File: config.mk
export PLATFORM = sky130hd
export DESIGN_NAME = m2m_dma_chan
export DESIGN_NICKNAME = d
export VERILOG_FILES = /design/src/rtl/m2m_dma_chan.sv
export SDC_FILE = /design/constraint.sdc
export NUM_CORES = 1
export LEC_CHECK = 0
export CORE_MARGIN = 2
export CORE_UTILIZATION = 50
export DETAILED_ROUTE_END_ITERATION = 16
export PLACE_DENSITY = 0.81
export REMOVE_ABC_BUFFERS = 1
export SYNTH_ARGS = -nofsm -noshare
export SYNTH_HDL_FRONTEND = slang
export SYNTH_SLANG_ARGS = --single-unit
File: constraint.sdc
create_clock -name clk -period 9.68 [get_ports clk]
set_input_delay 1.936 -clock clk [delete_from_list [all_inputs] [get_ports clk]]
set_output_delay 1.936 -clock clk [all_outputs]
set_load 0.01 [all_outputs]
File: src/rtl/m2m_dma_chan.sv
module m2m_dma_chan #(
  parameter int AW  = 32,
  parameter int DW  = 32,
  parameter int CW  = 16,
  parameter int WSW = 7
) (
  input  logic          clk,
  input  logic          rst_n,
  input  logic          wr_en,
  input  logic [5:0]    wr_addr,
  input  logic [31:0]   wr_data,
  input  logic [5:0]    rd_addr,
  output logic [31:0]   rd_data,
  output logic          mem_req,
  output logic          mem_wr,
  output logic [AW-1:0] mem_addr,
  output logic [DW-1:0] mem_wdata,
  output logic [1:0]    mem_size,
  input  logic [DW-1:0] mem_rdata,
  input  logic          mem_ack,
  input  logic          periph_req,
  output logic          irq
);
  localparam logic [2:0] S_IDLE = 3'd0, S_STALL = 3'd1, S_RD = 3'd2, S_WR = 3'd3, S_BWC = 3'd4;

  logic [31:0]    ctrl_q;
  logic [2:0]     ctl;
  logic [1:0]     v;
  logic           cur, go, done_f, nfb_f;
  logic [AW-1:0]  sar [2];
  logic [AW-1:0]  dar [2];
  logic [CW-1:0]  bcr [2];
  logic [DW-1:0]  data_q;
  logic [WSW-1:0] wcnt;

  wire           en    = ctrl_q[3];
  wire [1:0]     pw    = ctrl_q[10:9];
  wire [1:0]     mode  = ctrl_q[14:13];
  wire [WSW-1:0] ws    = ctrl_q[25 +: WSW];
  wire           sel   = v[cur] ? cur : ~cur;
  wire           gate  = (mode == 2'd0) ? go : (ctrl_q[24] | periph_req);
  wire [CW-1:0]  inc   = (pw == 2'd0) ? CW'(1) : (pw == 2'd1) ? CW'(2) : CW'(4);
  wire [CW-1:0]  left  = (bcr[cur] > inc) ? bcr[cur] - inc : '0;
  wire [1:0]     level = (v == 2'b00) ? 2'd0 : (v == 2'b11) ? 2'd2 : 2'd1;

  assign mem_req   = en && (ctl == S_RD || ctl == S_WR);
  assign mem_wr    = (ctl == S_WR);
  assign mem_addr  = (ctl == S_WR) ? dar[cur] : sar[cur];
  assign mem_wdata = data_q;
  assign mem_size  = pw[1] ? 2'd2 : pw;
  assign irq       = (done_f && ctrl_q[2]) || (nfb_f && ctrl_q[21]);

  always_ff @(posedge clk) begin
    if (!rst_n) begin
      ctrl_q <= '0; ctl <= S_IDLE; v <= '0; cur <= 1'b0; go <= 1'b0;
      done_f <= 1'b0; nfb_f <= 1'b0; data_q <= '0; wcnt <= '0;
      for (int i = 0; i < 2; i++) begin
        sar[i] <= '0; dar[i] <= '0; bcr[i] <= '0;
      end
    end else begin
      if (!en) ctl <= S_IDLE;
      else case (ctl)
        S_IDLE, S_STALL:
          if (v != 2'b00 && gate) begin cur <= sel; ctl <= S_RD; end
          else ctl <= S_STALL;
        S_RD:
          if (mem_ack) begin data_q <= mem_rdata; ctl <= S_WR; end
        S_WR:
          if (mem_ack) begin
            if (!ctrl_q[12]) sar[cur] <= sar[cur] + AW'(inc);
            if (!ctrl_q[11]) dar[cur] <= dar[cur] + AW'(inc);
            bcr[cur] <= left;
            if (left == '0) begin
              v[cur] <= 1'b0;
              nfb_f  <= 1'b1;
              if (v[~cur]) cur <= ~cur;
              else begin done_f <= 1'b1; go <= 1'b0; end
            end
            if (ws != '0) begin wcnt <= ws; ctl <= S_BWC; end
            else ctl <= S_STALL;
          end
        S_BWC:
          if (wcnt <= WSW'(1)) ctl <= S_STALL;
          else wcnt <= wcnt - WSW'(1);
        default: ctl <= S_IDLE;
      endcase

      if (wr_en) begin
        case (wr_addr)
          6'h00: begin
            ctrl_q <= wr_data & ~32'h10;
            if (wr_data[4] && wr_data[3] && en) go <= 1'b1;
            if (!wr_data[3]) go <= 1'b0;
          end
          6'h04: begin
            if (!wr_data[2]) done_f <= 1'b0;
            if (!wr_data[1]) nfb_f  <= 1'b0;
          end
          6'h10: begin bcr[0] <= wr_data[CW-1:0]; v[0] <= |wr_data[CW-1:0]; end
          6'h14: begin bcr[1] <= wr_data[CW-1:0]; v[1] <= |wr_data[CW-1:0]; end
          6'h18: sar[0] <= wr_data[AW-1:0];
          6'h1C: sar[1] <= wr_data[AW-1:0];
          6'h2C: dar[0] <= wr_data[AW-1:0];
          6'h30: dar[1] <= wr_data[AW-1:0];
          default: ;
        endcase
      end
    end
  end

  always_comb begin
    case (rd_addr)
      6'h00:   rd_data = ctrl_q;
      6'h04:   rd_data = {29'd0, done_f, nfb_f, 1'b0};
      6'h0C:   rd_data = {25'd0, done_f, level, ctl, 1'b0};
      6'h10:   rd_data = 32'(bcr[0]);
      6'h14:   rd_data = 32'(bcr[1]);
      6'h18:   rd_data = 32'(sar[0]);
      6'h1C:   rd_data = 32'(sar[1]);
      6'h2C:   rd_data = 32'(dar[0]);
      6'h30:   rd_data = 32'(dar[1]);
      default: rd_data = '0;
    endcase
  end

  AST_OFF_GOES_IDLE: assert property (@(posedge clk) disable iff (!rst_n)
    !en |=> ctl == S_IDLE);
  AST_READ_THEN_WRITE: assert property (@(posedge clk) disable iff (!rst_n)
    (mem_req && !mem_wr && mem_ack && !wr_en) |=> (mem_req && mem_wr));
  AST_HOLD_UNTIL_ACK: assert property (@(posedge clk) disable iff (!rst_n)
    (mem_req && !mem_ack && !wr_en) |=> (mem_req && $stable(mem_addr) && $stable(mem_wr)));
  AST_WDATA_STEADY: assert property (@(posedge clk) disable iff (!rst_n)
    (mem_wr && $past(mem_wr)) |-> $stable(mem_wdata));
  AST_DONE_EMPTY: assert property (@(posedge clk) disable iff (!rst_n)
    ($rose(done_f) && !$past(wr_en)) |-> (v == 2'b00));
endmodule

Word-level counts from Yosys, hierarchy flattened
Memories as Yosys holds them, arrays and structs flattened. A register that Yosys moved wholly into a read port is not among the register bits.
Cells that the tools add are included.
Cells by class
  $add $sub $neg: 4
  order comparisons: 5
  equal/unequal tests: 36
  mux-type cells: 116
  bitwise logic cells: 28
  reductions and logical operators: 28
Operators by type and width (number)
  $pmux 32 s9: 1
  $mux 32: 5
  $mux 1: 85
  $add 32x3->32: 2
  $eq 6x5->1 const B: 8
  $mux 16: 3
  $eq 6x6->1 const B: 4
  $mux 7: 3
  $mux 2: 9
  $mux 3: 6
  $gt 16x3->1: 1
  $logic_not 16->1: 1
  $reduce_or 16->1: 1
  $sub 16x3->16: 1
  $pmux 7 s2: 1
  $and 1x1->1: 12
  $eq 6x3->1 const B: 2
  $logic_not 6->1: 2
  $pmux 3 s4: 1
  $ne 2x2->1 const B: 5
  $ne 2x1->1 const B: 4
  $le 7x1->1 const B: 1
  $logic_and 1x1->1: 7
  $not 1->1: 7
  other kinds (25): 45
Word-level totals
  register bits: 79
  RAM bits: 160
  bits of input ports: 81
  memories: 3
Memory list
  dar: depth 2, width 32, read ports 3, clocked after memory_dff 1, wr ports 3, line 31  | logic [AW-1:0] dar [2];
  sar: depth 2, width 32, read ports 3, clocked after memory_dff 1, wr ports 3, line 30  | logic [AW-1:0] sar [2];
  bcr: depth 2, width 16, read ports 3, clocked after memory_dff 1, wr ports 3, line 32  | logic [CW-1:0] bcr [2];

Longest topological paths before layout
  depth after elaboration: 14
  mapped depth: 20

Least setup slack after synthesis
No wires, ideal clock.
  path type: input to output
  start: in rd_addr[2]
  end: out rd_data[16]
  arrival: 3.724 ns
  slack: 4.020 ns
  cell stages on the path: 5
  buffers on the path: 2
  cells stage by stage: clkbuf_1 > or4_1 > nor3_1 > clkbuf_1 > a221o_1
Between the ends
  word-level cells in the longest chain between the ends: 2
RTL lines
  start: declaration: line 12  | input logic [5:0] rd_addr,
  $eq 6x6->1 (tied with other cells): line 112  | case (rd_addr)
  $pmux 32 s9 *: line 112
  end: declaration: line 13  | output logic [31:0] rd_data,
Mark *: on every way between the ends. The rest lies on a longest branch, timed or not.

Worst setup path in the final report
  start: in rd_addr[3]
  end: out rd_data[19]
The elaborated chain is that of the path after synthesis.

==> impl_results.md <==
- Drt total wl: 51100 um
- Final Hold Violating Endpoints: 0
- Worst relative slew slack: 0.111
- Hold bufs inserted after CTS: 0
- Unrepaired setup endpoints after global routing: no
- Layout Cells excl Fill: 2233
- Number of nets at the end of the flow: 1910
- Number of warnings reported in the yosys synthesis log: 0
- Antenna violations before repair: 1
- Clock power share: 0.430
- Skew-Pair Late Insertion Delay: 0.56 ns
- Largest net degree at the start of global routing: 67
- H-tree levels: 1
- Avg Inst Size Synth: 8.96 um^2
- Number of clock sinks seen by CTS: 240
- Std cell rows: 64
- TritonCTS clock tree: built
- Final number of max-transition violations: 0
- Core ar.: 30500 um^2
- Most area-hungry cell type in the Yosys netlist: sky130_fd_sc_hd__edfxtp_1
- Final HPWL from detailed placement: 34300 um
- Total Power Consumption: 2.50 mW
- Tmin final: 7.05 ns
- Top flip-flop cell by instance count after synthesis: sky130_fd_sc_hd__edfxtp_1
- Number of enable-type register cells in the synthesized netlist: 160
- Data required time at the worst endpoint: 7.74 ns
- Filler instances: 2486
- Setup violation total in the final timing report: 0
- Number of vias after detailed routing: 14764
- Share of post-route cells with drive strength above 1: 0.0833
- Part of the power in combinational logic: 0.100
- Uppermost layer routed: met5
- Cts bufs inserted: 28
- Met3 Routed Length: 6500 um
- Post-synthesis sequential element count: 240
- Worst Path Arrival: 5.11 ns
- Part of the Yosys area used for sequential elements: 0.415
- Leading post-synthesis cells by cell area: sky130_fd_sc_hd__edfxtp_1 31%, sky130_fd_sc_hd__dfxtp_1 10%, sky130_fd_sc_hd__mux2i_1 7.2%
- Switching power of the nets: 0.642 mW
- Violation count after the first detailed-routing iteration: 2267
- Type of destination of the critical path: output port
- Slew of the pin with the lowest slew margin: 1.33 ns
- Maximum vdd drop: 136 uV
- Number of routed nets with antenna violations: 0
- First-pass GRT wire length: 78200 um
- Path type of the worst min-delay path: reg2reg
- Horizontal extent of the die: 180 um
- Number of design rule violations left after detail routing: 0
- Post-route worst hold slack: 0.454 ns
- Outcome: complete, no violations
- Initial cell density of the core: 0.505
- # Post-CTS Setup Buffers: 0
- Power density over the cells: 137 nW/um^2
- Share of the clock period used by the worst path after layout: 0.728
- Gate Count Post-Synth: 1721
- Weighted congestion at the end of routability-driven global placement: 0.941
- Detailed-router iteration count before antenna repair: 8
- Share of async-settable or async-resettable flops after synthesis: 0
- Area fraction of the dominant cell type after synthesis: 0.312
- Mean routed wirelength per cell: 22.9 um
- Clock transition at the registers of the reported paths: 0.06 ns
- Kind of critical path: in2out
- Multi-input logic area: 8370 um^2
- Die height: 180 um
- Static leakage: 5.87 nW
- Via count of the first global-routing pass: 14049
- Cell area after synthesis: 15400 um^2
- Internal power contribution: 1.85 mW
- Area taken by flip-flops and latches: 6410 um^2
- Relative contribution of sequential cells to total power: 0.470
- Netlist cell types: 87
- Switching power as a share of total power: 0.257
- Maximum buffer depth of the clock tree: 3
- Total Negative Setup Slacks: 0 ns
- Floorplan die area: 32300 um^2
- Cell chosen for the clock root: sky130_fd_sc_hd__clkbuf_16
- IO Port Bufs: 181
- # diodes: 0
- Total routing resource utilization after global routing: 0.302
- Area overhead of the layout relative to synthesis: 18.6%
- Crit Path Max Fanout: 16
- Layout Skew: 0.0238 ns
- Via-to-Cell Ratio: 6.61
- Max-capacitance violation count: 0
- Peak clock frequency supported by timing: 142 MHz
- Met2 wire length: 23600 um
- Routed length on met1: 18900 um
- Cells resized by post-CTS repair: 0
- Placed cells: 2181
- Setup crit start kind: input pin
- I/O Pins: 182
- Global route overflow: 0
## power groups by stage
stage	sequential, mW	combinational [mW]	clock [mW]
after floorplan	1.18	0.120	0
after global placement	1.19	0.236	0
after detailed placement	1.19	0.241	0
after CTS	1.17	0.243	1.07
after global routing	1.18	0.263	1.12
final	1.17	0.249	1.07
## cell families (layout without fill, tap and decap cells)
| group | after synthesis | in the layout | share of synthesized area |
|---|---|---|---|
| AO/OA/AOI/OAI | 440 | 440 | 0.169 |
| XOR/XNOR | 83 | 83 | 0.0476 |
| adder cells (fa/ha/maj) | 15 | 15 | 0.0125 |
| buffers and inverters | 163 | 279 | 0.0453 |
| flip-flops | 240 | 240 | 0.415 |
| multiplexers | 147 | 147 | 0.111 |
| AND/OR/NAND/NOR | 633 | 633 | 0.199 |
## final cells by class
type	count	area share
Tap cell	396	0.0271
Clock inverter	17	0.00725
Inverter	22	0.00458
Clock buffer	35	0.0438
Multi-Input combinational cell	1318	0.458
Timing Repair Buffer	205	0.109
Sequential cell	240	0.351
## worst paths after layout
| kind | start | to | slack (ns) | cells after the start |
|---|---|---|---|---|
| hold reg to reg | mem_wdata[3] | mem_wdata[3] | 0.45 | 2 |
| setup / recovery | rd_addr[3] | rd_data[19] | 2.63 | 5 |
| hold / removal | mem_wdata[3] | mem_wdata[3] | 0.45 | 2 |
| setup reg to reg | flip-flop | go | 4.71 | 12 |
## Yosys cell counts (12+ instances only)
cell,number
sky130_fd_sc_hd__xnor2_1,54
sky130_fd_sc_hd__mux2i_1,111
sky130_fd_sc_hd__nor4_1,12
sky130_fd_sc_hd__clkbuf_1,96
sky130_fd_sc_hd__buf_1,14
sky130_fd_sc_hd__edfxtp_1,160
sky130_fd_sc_hd__o21ai_0,209
sky130_fd_sc_hd__nor3_1,31
sky130_fd_sc_hd__a221o_1,24
sky130_fd_sc_hd__or3_1,13
sky130_fd_sc_hd__a22oi_1,14
sky130_fd_sc_hd__a21oi_1,112
sky130_fd_sc_hd__xor2_1,28
sky130_fd_sc_hd__nor2_1,78
sky130_fd_sc_hd__nand3_1,187
sky130_fd_sc_hd__mux2_2,19
sky130_fd_sc_hd__nand2_1,230
sky130_fd_sc_hd__mux4_2,15
sky130_fd_sc_hd__dfxtp_1,80
sky130_fd_sc_hd__ha_1,13
sky130_fd_sc_hd__inv_1,20
sky130_fd_sc_hd__buf_2,13
## cell usage in the layout (no fill, tap or decap), types with 14 or more instances in the layout
master	Yosys	final
sky130_fd_sc_hd__a21oi_1	112	112
sky130_fd_sc_hd__a221o_1	24	24
sky130_fd_sc_hd__a22oi_1	14	14
sky130_fd_sc_hd__buf_4	2	24
sky130_fd_sc_hd__clkbuf_16	0	31
sky130_fd_sc_hd__clkdlybuf4s50_1	0	180
sky130_fd_sc_hd__dfxtp_1	80	79
sky130_fd_sc_hd__edfxtp_1	160	160
sky130_fd_sc_hd__inv_1	20	20
sky130_fd_sc_hd__mux2_2	19	19
sky130_fd_sc_hd__mux2i_1	111	111
sky130_fd_sc_hd__mux4_2	15	15
sky130_fd_sc_hd__nand2_1	230	230
sky130_fd_sc_hd__nand3_1	187	186
sky130_fd_sc_hd__nor2_1	78	76
sky130_fd_sc_hd__nor3_1	31	29
sky130_fd_sc_hd__o21ai_0	209	208
sky130_fd_sc_hd__xnor2_1	54	54
sky130_fd_sc_hd__xor2_1	28	28
## per-stage QoR
stage / setup slack, ns / utilization / area [um^2]
floorplan: 1.61 / - / 14800
CTS: 2.68 / 0.599 / 18300
global route: 2.54 / 0.599 / 18300
finish: 2.63 / 0.599 / 18300
global placement: 2.79 / 0.569 / 17400
detailed placement: 2.69 / 0.569 / 17400
## metal layers
| layer | track usage | up-vias |
|---|---|---|
| met4 | 0.127 | 2 |
| met1 | 0.406 | 6972 |
| met5 | 0 | - |
| met2 | 0.483 | 1101 |
| li1 | - | 6514 |
| met3 | 0.0529 | 175 |
## worst max-delay path, stage by stage
cell	delay (ns)
sky130_fd_sc_hd__clkdlybuf4s50_1	0.61
sky130_fd_sc_hd__nor4_1	0.75
sky130_fd_sc_hd__and3_1	0.94
sky130_fd_sc_hd__a221o_1	0.30
sky130_fd_sc_hd__clkdlybuf4s50_1	0.55
## sequential cells by signal (all words and copies together), names as in the netlist, named ones only
register / count
bcr: 32
done_f: 1
wcnt: 7
ctl: 3
dar: 64
mem_wdata: 32
ctrl_q: 31
cur: 1
sar: 64
go: 1
nfb_f: 1
v: 2
No activity file was read; power rests on OpenSTA's default activity.
